`src/rtl/sdram_init_seq.sv`:
```
module sdram_init_seq #(
  parameter int PWRUP_CYC = 20000,
  parameter int TRP_CYC   = 3,
  parameter int TRC_CYC   = 9,
  parameter int TMRD_CYC  = 2,
  parameter int NUM_REF   = 2,
  parameter int ADDR_W    = 12,
  parameter int BA_W      = 2
) (
  input  logic              clk,
  input  logic              rst_n,
  input  logic [2:0]        cfg_burst_len,
  input  logic              cfg_burst_type,
  input  logic [2:0]        cfg_cas_lat,
  input  logic [1:0]        cfg_op_mode,
  input  logic              cfg_wr_burst,
  output logic              sd_cs_n,
  output logic              sd_ras_n,
  output logic              sd_cas_n,
  output logic              sd_we_n,
  output logic [BA_W-1:0]   sd_ba,
  output logic [ADDR_W-1:0] sd_addr,
  output logic              init_done
);

  localparam int MAX_A = (PWRUP_CYC > TRC_CYC) ? PWRUP_CYC : TRC_CYC;
  localparam int MAX_B = (TRP_CYC > TMRD_CYC) ? TRP_CYC : TMRD_CYC;
  localparam int MAX_C = (MAX_A > MAX_B) ? MAX_A : MAX_B;
  localparam int CNT_W = $clog2(MAX_C + 1);
  localparam int REF_W = $clog2(NUM_REF + 1);

  localparam logic [3:0] C_NOP = 4'b0111;
  localparam logic [3:0] C_PRE = 4'b0010;
  localparam logic [3:0] C_REF = 4'b0001;
  localparam logic [3:0] C_LMR = 4'b0000;

  typedef enum logic [2:0] {
    PH_PWR, PH_PRE, PH_WRP, PH_REF, PH_WRC, PH_LMR, PH_WMRD, PH_DONE
  } phase_t;

  phase_t             ph;
  logic [CNT_W-1:0]   cnt;
  logic [REF_W-1:0]   refs;
  logic [3:0]         cmd;
  logic               cnt_zero;

  assign cnt_zero = (cnt == '0);

  always_ff @(posedge clk) begin
    if (!rst_n) begin
      ph   <= PH_PWR;
      cnt  <= CNT_W'(PWRUP_CYC - 1);
      refs <= '0;
    end else begin
      case (ph)
        PH_PWR:  if (cnt_zero) ph <= PH_PRE; else cnt <= cnt - 1'b1;
        PH_PRE: begin
          ph  <= PH_WRP;
          cnt <= CNT_W'(TRP_CYC - 2);
        end
        PH_WRP:  if (cnt_zero) ph <= PH_REF; else cnt <= cnt - 1'b1;
        PH_REF: begin
          ph   <= PH_WRC;
          cnt  <= CNT_W'(TRC_CYC - 2);
          refs <= refs + 1'b1;
        end
        PH_WRC: begin
          if (cnt_zero) ph <= (refs == REF_W'(NUM_REF)) ? PH_LMR : PH_REF;
          else          cnt <= cnt - 1'b1;
        end
        PH_LMR: begin
          ph  <= PH_WMRD;
          cnt <= CNT_W'(TMRD_CYC - 2);
        end
        PH_WMRD: if (cnt_zero) ph <= PH_DONE; else cnt <= cnt - 1'b1;
        default: ph <= PH_DONE;
      endcase
    end
  end

  always_comb begin
    cmd     = C_NOP;
    sd_addr = '0;
    case (ph)
      PH_PRE: begin
        cmd         = C_PRE;
        sd_addr[10] = 1'b1;
      end
      PH_REF: cmd = C_REF;
      PH_LMR: begin
        cmd          = C_LMR;
        sd_addr[9:0] = {cfg_wr_burst, cfg_op_mode, cfg_cas_lat, cfg_burst_type, cfg_burst_len};
      end
      default: ;
    endcase
  end

  assign {sd_cs_n, sd_ras_n, sd_cas_n, sd_we_n} = cmd;
  assign sd_ba     = '0;
  assign init_done = (ph == PH_DONE);

  assert_cmd_legal_R5: assert property (@(posedge clk) disable iff (!rst_n)
    (cmd == C_NOP) || (cmd == C_PRE) || (cmd == C_REF) || (cmd == C_LMR));

  assert_cmd_spacing_R5: assert property (@(posedge clk) disable iff (!rst_n)
    (cmd != C_NOP) |=> (cmd == C_NOP));

  assert_pre_all_R2: assert property (@(posedge clk) disable iff (!rst_n)
    (cmd == C_PRE) |-> (sd_addr[10] && $past(ph) == PH_PWR));

  assert_lmr_after_refs_R4: assert property (@(posedge clk) disable iff (!rst_n)
    (cmd == C_LMR) |-> (refs == REF_W'(NUM_REF)));

  assert_done_sticky_R6: assert property (@(posedge clk) disable iff (!rst_n)
    init_done |=> init_done);

  assert_done_quiet_R6: assert property (@(posedge clk) disable iff (!rst_n)
    init_done |-> (cmd == C_NOP && sd_addr == '0));

  assert_refs_bounded_R3: assert property (@(posedge clk) disable iff (!rst_n)
    refs <= REF_W'(NUM_REF));

endmodule

```
`config.mk`:
```
export PLATFORM = sky130hd
export DESIGN_NAME = sdram_init_seq
export DESIGN_NICKNAME = d
export VERILOG_FILES = /design/src/rtl/sdram_init_seq.sv
export SDC_FILE = /design/constraint.sdc
export NUM_CORES = 1
export LEC_CHECK = 0
export BUFFER_PORTS_ARGS = -buffer_cell sky130_fd_sc_hd__buf_2
export CAP_MARGIN = 20
export CORE_AREA = 5 5 61 63
export CTS_CLUSTER_DIAMETER = 200
export DETAILED_ROUTE_END_ITERATION = 10
export DIE_AREA = 0 0 66 68
export MAX_ROUTING_LAYER = met4
export PLACE_DENSITY_LB_ADDON = 0.25
export SYNTH_ARGS = -nofsm -noshare
export SYNTH_HDL_FRONTEND = slang
export SYNTH_SLANG_ARGS = --single-unit
```
`constraint.sdc`:
```
create_clock -name clk -period 2 [get_ports clk]
set_input_delay 0.2 -clock clk [delete_from_list [all_inputs] [get_ports clk]]
set_output_delay 0.2 -clock clk [all_outputs]
set_load 0.1 [all_outputs]
```
Word-level counts from Yosys, hierarchy flattened
Cells that the tools add are included.
Widths: inputs -> output; s select.
- muxes and demuxes: 11
- add/sub/neg operators: 2
- reduce and logical (&&, ||, !) cells: 6
- eq/ne operators: 13
- operators with widths (kind ; count):
    $pmux 15 s4 ; 1
    $pmux 3 s7 ; 1
    $logic_not 15->1 ; 1
    $mux 15 ; 1
    $mux 3 ; 5
    $sub 15x1->15 const B ; 1
    $eq 3x3->1 const B ; 4
    $mux 10 ; 1
    $ne 2x2->1 const B ; 5
    $pmux 3 s3 ; 1
    $eq 3x2->1 const B ; 2
    $reduce_and 4->1 ; 1
    $reduce_bool 4->1 ; 1
    $reduce_or 4->1 ; 1
    $eq 3x1->1 const B ; 1
    $logic_not 3->1 ; 1
    $add 2x1->2 const B ; 1
    $eq 2x2->1 const B ; 1
    $reduce_and 2->1 ; 1
    $mux 1 ; 1
- register bits after elaboration: 20
- input bits: 12
- logic and storage cells: 35
- output and inout bits: 19

Longest topological paths before layout
Gate-level depths: netlist (run 1).
- word-level depth: 4
- gate-level depth with buffers: 7
- mapped depth without buffers: 6

Worst setup path before layout (run 1)
Ideal clock, no wire load.
- kind: reg2out
- from: register ph[0]
- to: output sd_cas_n
- buffers on the path: 2
- data arrival time: 2.810 ns
- cell stages (with the launch flop): 6
- required time: 1.800 ns
- slack: -1.010 ns
- cell sequence: dfxtp_1 > clkbuf_1 > nand2b_1 > nor2_1 > clkbuf_1 > nor2_1
- longest elaborated chain between the ends: 2
- elaborated cells between the ends (all ways): 4
- classes of those cells: 3 x eq/ne; 1 x mux
- ends and longest elaborated chain (what ; RTL line ; text):
    from (decl) ; 41 ; phase_t ph;
    from (signal assigned) ; 68 ; if (cnt_zero) ph <= (refs == REF_W'(NUM_REF)) ? PH_LMR : PH_REF;
    $eq 3x3->1 (tied with other cells) ; 84 ; case (ph)
    $pmux 3 s3 * ; 84 ;
    to (decl) ; 19 ; output logic sd_cas_n,
Mark *: on every way between the ends. The rest lies on a longest branch, timed or not.

Worst setup path in the final report (run 1)
- from: register cnt[0]
- to: register cnt[11]
- longest elaborated chain between the ends: 3
- elaborated cells between the ends (all ways): 6
- classes of those cells: 1 x add/sub; 1 x eq/ne; 2 x mux; 2 x reduce/logical
- ends and longest elaborated chain (what ; RTL line ; text):
    from (decl) ; 42 ; logic [CNT_W-1:0] cnt;
    from (signal assigned) ; 52 ; cnt <= CNT_W'(PWRUP_CYC - 1);
    from (signal assigned) ; 59 ; cnt <= CNT_W'(TRP_CYC - 2);
    from (signal assigned) ; 64 ; cnt <= CNT_W'(TRC_CYC - 2);
    $sub 15x1->15 / $logic_not 15->1 (equally long branches) ; n/a ;
    $mux 15 / $ne 2x2->1 (equally long branches) ; n/a ;
    $pmux 15 s4 / $reduce_and 2->1 (equally long branches) ; n/a ;
Several ways; a longest one is shown, not always the timed one. The select of a mux whose other input is x is not followed.
A chain may end at the register's enable or synchronous reset.

==> metrics.txt, run 1 <==
top layer in use=met4; routed length on met3=133 um; Initial Util=roughly 37%; Unique masters post-synth=40; initial DRC count=59; post-DP HPWL=2610 um; Inserted Diodes=0; Arr. time, crit path=2140 ps; worst skew pair latency=300 ps; critical path fanouts, max=5; DRC=0; commonest non-fill, non-tap cell in the layout=buf_4; CTS tree=done; commonest cells after routing, fill and taps aside=buf_4 (18), dfxtp_1 (17), buf_2 (14); First-pass DRT Iterations=4; Clock Tree Buf Depth=2; CP Launch Type=flip-flop; buffers added on ports=26; syn avg cell area=8.221 um^2; crit-path cells=inv_2, ha_4, or4b_4, or4_4, nand2b_1, o2111ai_1; sw frac=26.33%; CP Class=reg -> reg; number of global-route vias before repair=1181; H-tree Lvls=1; clk slew on worst S/H paths=110 ps; Fin. Hold Viols=0; DRT antenna net count=0; fin crit share=a little over nine tenths; gate count after technology mapping=142; worst hold path class=in -> reg; overall die width=66 um; Power Total=just under 700 uW; Yosys reg bits=20; clock root cell=clkbuf_4; Comb pwr share=11.7%; hold buffer count at CTS=0; # fillers=306; die area=between 4000 and 5000 um^2; Via density=~5.3; max incr delay on CP=590 ps; Area growth syn-to-layout=46.09%; Multi-input gate area=769.5 um^2; fraction of layout cells with a size suffix above 1=42.62%; Hold Slack=~190 ps; internal power=497.7 uW; leakage power=0.0006288 uW; initial antenna violation count=0; Final Critical Period=about 2000 ps; peak supply drop=302.6 uV; pwr/cell area=slightly below 400 nW/um^2; GR Overflow Total=0; met1 WL=1354 um; largest net degree at the start of global routing=14; slowest CP cell=or4_4; Slew Limit Fails=0; status=finished, final reports clean; sw power=177.9 uW; Yosys warning count=0; DR WL met2=1773 um; Final setup viols=0; CTS Sinks=20; Seq/Total Area, Yosys=34.30%; via count=1203; CTS buffer count=3; clock power share=~28%; first-pass GRT wire length=5457 um; Layout Skew=3.252 ps; Rows=21; Post-Synthesis Cell Area=~1200 um^2; WL/cell=14.30 um; overall routing resource usage=16.06%; RePlAce Congestion=0.8463; io pins=31; core area=3179 um^2; Worst Setup End Kind=flip-flop; Critical Path RT=roughly 2200 ps; Fmax achieved=0.5076 GHz; Reg power frac=60.5%; nets=199; detailed-route wire length=3274 um; max-cap violations=0; register area=404.1 um^2; Die Span Y=68 um
-- cell usage after synthesis --
cell,number,area (um^2)
o211ai_1,3,22.52
o41ai_1,1,8.760
buf_2,1,5.000
buf_6,1,11.26
nand2b_1,4,25.02
nor2_1,9,33.78
ha_1,2,25.02
or3_1,4,25.02
nor3_1,2,10.01
dfxtp_1,20,400.4
a211oi_1,3,22.52
conb_1,1,3.750
nor4b_1,1,8.760
nand2_1,6,22.52
nor4_1,6,37.54
o311ai_0,3,26.28
or4b_2,2,20.02
or4_1,7,52.55
o31a_1,1,8.760
and2_1,11,68.82
clkinv_1,1,3.750
or2_2,1,6.260
or3_4,1,11.26
xnor2_1,1,8.760
nor2b_1,2,12.51
o2111ai_1,3,26.28
nand3b_1,1,7.510
o21ai_0,5,25.02
nand3_1,9,45.04
mux2i_1,2,20.02
o31ai_1,3,22.52
buf_4,4,30.03
a21boi_0,1,7.510
clkbuf_1,3,11.26
and3_1,1,6.260
a21oi_1,6,30.03
or4_4,1,11.26
o311a_1,1,10.01
a21boi_1,1,7.510
inv_1,7,26.28
-- logic make-up after synthesis --
family                   synth area share (%)
AO/OA/AOI/OAI                           18.65
XOR/XNOR                               0.7504
adder cells (fa/ha/maj)                 2.143
buffers and inverters                   7.502
flip-flops                              34.30
multiplexers                            1.715
other                                  0.3212
AND/OR/NAND/NOR                         34.62
-- flip-flops by register name, indices dropped and copies added, names as in the netlist --
name	count
ph	3
cnt	15
refs	2
-- layer usage --
metal / up-vias / track usage (%)
met5: - / -
met2: 26 / 27.66
met3: 2 / 3.448
met4: 0 / 3.299
li1: 604 / -
met1: 571 / 19.47
-- through the flow --
stage                     util, %  setup slack, ps  TNS, ps  instance area (um^2)  std cells
after global routing        53.64           -11.79   -19.68                  1705        229
after global placement      51.28            16.86        0                  1630        226
after CTS                   52.22            40.54        0                  1660        229
final                       53.64            30.08        0                  1705        229
after floorplan                 -           -95.86   -766.9                  1215        145
after detailed placement    51.28           -32.96   -32.96                  1630        226
-- area by class of cell --
type	count	share of cell area (%)
Clock buffer	3	1.321
Inverter	8	1.834
Multi-Input combinational cell	108	45.12
Sequential cell	20	23.70
Tap cell	46	3.375
Timing Repair Buffer	44	24.65
-- path summary, 6_finish.rpt --
check / from / end / slack, ps / cells past startpoint
worst max register to register: cnt[0]$_SDFFE_PN1P_ / cnt[11]$_SDFFE_PN1P_ / 30 / 6
worst min-delay path: rst_n / cnt[14]$_SDFFE_PN1P_ / 190 / 2
worst min register to register: cnt[13]$_SDFFE_PN0P_ / cnt[13]$_SDFFE_PN0P_ / 480 / 2
worst max-delay path: cnt[0]$_SDFFE_PN1P_ / cnt[11]$_SDFFE_PN1P_ / 30 / 6
-- critical path, delay by kind of cell (launching register included) --
kind                     cells  cell delay, ps
AND/OR/NAND/NOR              3            1170
flip-flops                   1             340
adder cells (fa/ha/maj)      1             130
AO/OA/AOI/OAI                1             130
buffers and inverters        1              70
-- what timing repair did --
action                     4_1_cts  5_1_grt
resized for setup                2       13
buffers inserted                 0        0
pin swaps                        1        2
setup endpoints to repair        4        9
-- power by group through the flow --
stage,clock [uW],combinational (uW),sequential (uW)
after floorplan,0,59.3,415
after global placement,0,71.4,416
after detailed placement,0,74.5,416
after CTS,197,75.4,407
after global routing,219,84.6,409
final,188,79.1,409
No activity file was read; power rests on OpenSTA's default activity.
==> inputs of run 2 (changes only) <==
--- a/config.mk
+++ b/config.mk
@@ -5,12 +5,13 @@
 export SDC_FILE = /design/constraint.sdc
 export NUM_CORES = 1
 export LEC_CHECK = 0
+export ABC_AREA = 1
 export BUFFER_PORTS_ARGS = -buffer_cell sky130_fd_sc_hd__buf_2
 export CAP_MARGIN = 20
-export CORE_AREA = 5 5 61 63
+export CORE_AREA = 5 5 63 65
 export CTS_CLUSTER_DIAMETER = 200
 export DETAILED_ROUTE_END_ITERATION = 10
-export DIE_AREA = 0 0 66 68
+export DIE_AREA = 0 0 68 70
 export MAX_ROUTING_LAYER = met4
 export PLACE_DENSITY_LB_ADDON = 0.25
 export SYNTH_ARGS = -nofsm -noshare
==> run 2 against run 1 <==
Net effect: count of clock-buffer cells in the layout grew 1; worst setup slack better by 110 ps; clock power up 28%; via count up 1.2%; routed wire length shrank 11%; critical endpoint is now sd_addr[0]; critical path depth up 1; combinational power is 0.8% higher; fmax rose by 6.0%; register-to-register slack gained 280 ps; cell area grew 1.0%; die area increased by 6.1%; area after synthesis grew 7.7%.
==> metrics.txt, run 2 <==
buffers added on ports=26 (unchanged); slowest CP cell=dfxtp_1 (was or4_4); Layout Skew=4.482 ps (was 3.252 ps); first-pass GRT wire length=4940 um (was 5457 um); mux share of post-synthesis cell area=0% (was 1.715%); DRC=0 (unchanged); overall die width=68 um (was 66 um); Sum Neg Setup Slack=0 ps (unchanged); Synth Area in Compound Gates=9.851% (was 18.65%); Die Span Y=70 um (was 68 um); overall routing resource usage=13.61% (was 16.06%); top-count cell post-synth=nand2_1 (was dfxtp_1); final std cells w/o fill=271 (was 229); Via density=4.491 (was 5.253); DRT antenna net count=0 (unchanged); Yosys top cell area share=31.84% (was 34.30%); CTS Sinks=20 (unchanged); synth top area cells=dfxtp_1 (32%), nand2_1 (13%), nor2_1 (11%), inv_1 (8.4%), nand3_1 (7.6%) (was dfxtp_1 (34%), and2_1 (5.9%), or4_1 (4.5%), nand3_1 (3.9%), nor4_1 (3.2%)); via count=1217 (was 1203); clk slew on worst S/H paths=110 ps (about the same); nets=240 (was 199); commonest non-fill, non-tap cell in the layout=nand2_1 (was buf_4); Synth top cells by count=nand2_1 (44), nor2_1 (38), inv_1 (28), dfxtp_1 (20), nand3_1 (19) (was dfxtp_1 (20), and2_1 (11), nand3_1 (9), nor2_1 (9)); sw frac=26.74% (was 26.33%); Final Critical Period=1859 ps (was 1970 ps); Post-synth EDFFs=0 (unchanged); RSZ-0062 raised after global routing=false; sw power=194.8 uW (was 177.9 uW); area leader, netlist=dfxtp_1 (unchanged); Yosys reg bits=20 (unchanged); Area after DPL=1683 um^2 (was 1630 um^2); clock power share=33.1% (was 27.8%); pwr/cell area=422.8 nW/um^2 (was 396.2 nW/um^2); Post-Synth Adder-Cell Area=1.990% (was 2.144%); detailed-route wire length=2928 um (was 3274 um); fin area=1723 um^2 (was 1705 um^2); initial antenna violation count=0 (unchanged); Final setup viols=0 (unchanged); Slew Limit Fails=0 (unchanged); CTS tree=done (unchanged); Unique masters post-synth=23 (was 40); First-pass DRT Iterations=4 (unchanged); peak supply drop=313.8 uV (was 302.6 uV); worst hold path class=in -> reg (unchanged); RePlAce Congestion=0.8439 (was 0.8463); Placed Instances=267 (was 226); internal power=533.7 uW (was 497.7 uW); CP Launch Type=flip-flop (unchanged); GR Overflow Total=0 (unchanged); Fin. Hold Viols=0 (unchanged); Worst Setup End Kind=output port (was flip-flop); leakage power=0.0007988 uW (was 0.0006288 uW); H-tree Lvls=1 (unchanged); Arr. time, crit path=1660 ps (was 2140 ps); Post-Synth XOR/XNOR Area=4.876% (was 0.7503%); critical path fanouts, max=11 (was 5); biggest registers after layout=cnt x15, ph x3, refs x2 (unchanged); Critical Path RT=1800 ps (was 2170 ps); Synth async-reset ratio=0% (unchanged); largest register by flop count=cnt (unchanged); clock root cell=clkbuf_4 (unchanged); max reg flops=15 (unchanged); post-DP HPWL=2322 um (was 2610 um); max-cap violations=0 (unchanged); fraction of layout cells with a size suffix above 1=24.44% (was 42.62%); WL/cell=10.80 um (was 14.30 um); max incr delay on CP=350 ps (was 590 ps); # fillers=332 (was 306); core area=3284 um^2 (was 3179 um^2); initial DRC count=34 (was 59); CP Class=reg -> out (was reg -> reg); number of global-route vias before repair=1117 (was 1181); postcts setup bufs=0 (unchanged); die area=4760 um^2 (was 4488 um^2); CTS buffer count=3 (unchanged); Top cell by count, worst path=inv_1; Inserted Diodes=0 (unchanged); Comb pwr share=10.9% (was 11.7%); Post-Synthesis Cell Area=1257 um^2 (was 1167 um^2); crit-path cells=inv_1, nand2_8, nor2_1, inv_1, buf_4, nor2_4, buf_12 (was inv_2, ha_4, or4b_4, or4_4, nand2b_1, o2111ai_1); Reg power frac=56.0% (was 60.5%); status=finished, final reports clean (unchanged); commonest cells after routing, fill and taps aside=nand2_1 (43), inv_1 (28), nor2_1 (26) (was buf_4 (18), dfxtp_1 (17), buf_2 (14)); Power Total=728.4 uW (was 675.6 uW); gate count after technology mapping=199 (was 142); Seq/Total Area, Yosys=31.84% (was 34.30%); combinational family with the most area after synthesis=simple AND/OR/NAND/NOR gates (unchanged); largest net degree at the start of global routing=16 (was 14); Area growth syn-to-layout=37.01% (was 46.09%); Rows=21 (unchanged); io pins=31 (unchanged); Clock Tree Buf Depth=2 (unchanged); worst skew pair latency=310 ps (was 300 ps); Yosys warning count=0 (unchanged); fin crit share=92.93% (was 98.50%); Initial Util=38.29% (was 36.72%); syn avg cell area=6.319 um^2 (was 8.221 um^2); Fmax achieved=0.5380 GHz (was 0.5076 GHz); Post-Synth Simple-Gate Area=37.61% (was 34.62%); Synth Flop Type=dfxtp_1 (unchanged)
-- run 2: cell count changes after synthesis, sizes merged, moves of 6 or more --
cell   delta
nor4      -6
nand3    +10
inv      +21
nand2    +42
xor2      +6
nor2     +32
or4       -8
and2     -11
-- run 2: power by group through the flow --
stage | Sequential, uW | Combinational, uW | Clock [uW]
finish | 408 | 79.7 | 241
floorplan | 416 | 70.8 | 0
global route | 410 | 86.8 | 270
detailed placement | 417 | 79.8 | 0
global placement | 417 | 79.5 | 0
CTS | 408 | 80.1 | 249
-- run 2: metal layers --
metal | global-route usage, % | wire length [um] | up-vias
met4 | 5.960 | 57 | 0
met1 | 16.32 | 1307 | 529
met3 | 1.442 | 87 | 5
met2 | 22.48 | 1475 | 21
li1 | - | - | 662
met5 | - | 0 | -
-- run 2: cell type report --
| cell class | count | area, um^2 | area share [%] |
|---|---|---|---|
| flip-flops and latches | 20 | 401.6 | 23.31 |
| clock buffers | 4 | 36.28 | 2.106 |
| repair buffers | 28 | 327.8 | 19.03 |
| well taps | 46 | 57.56 | 3.341 |
| inverters | 28 | 105.1 | 6.100 |
| multi-input cells | 145 | 794.5 | 46.11 |
-- run 2: kinds of logic (layout without fill, tap and decap cells) --
family / count (synthesis) / count (layout)
AND/OR/NAND/NOR: 111 / 111
buffers and inverters: 37 / 60
adder cells (fa/ha/maj): 2 / 2
XOR/XNOR: 7 / 7
AO/OA/AOI/OAI: 21 / 21
flip-flops: 20 / 20
other: 1 / 4
-- run 2: worst paths after layout --
kind                   startpoint                    to  slack, ps  depth (start not counted)
max            ph[1]$_SDFFE_PN0P_            sd_addr[0]        140                          7
min                         rst_n  cnt[11]$_SDFFE_PN1P_        200                          2
max reg2reg   cnt[0]$_SDFFE_PN1P_  cnt[13]$_SDFFE_PN0P_        310                          9
min reg2reg  cnt[14]$_SDFFE_PN1P_  cnt[14]$_SDFFE_PN1P_        490                          2
-- run 2: timing repair --
action | CTS | global route
endpoints found under the hold margin | 0 | 0
resized for setup | 1 | 1
hold buffers | 0 | 0
setup endpoints to repair | 1 | 1
-- run 2: stage by stage --
step	setup slack (ps)	util (%)	hold slack, ps
after floorplan	14.09	-	338.4
after global placement	316.1	51.24	469.7
after detailed placement	233.9	51.24	481.8
after CTS	79.38	52.38	196.1
after global routing	26.00	52.46	202.5
final	141.3	52.46	200.8
-- run 2: worst max-delay path: cells and delay by family (launching register included) --
kind	cells	cell delay (ps)
AND/OR/NAND/NOR	3	370
buffers and inverters	4	630
flip-flops	1	350
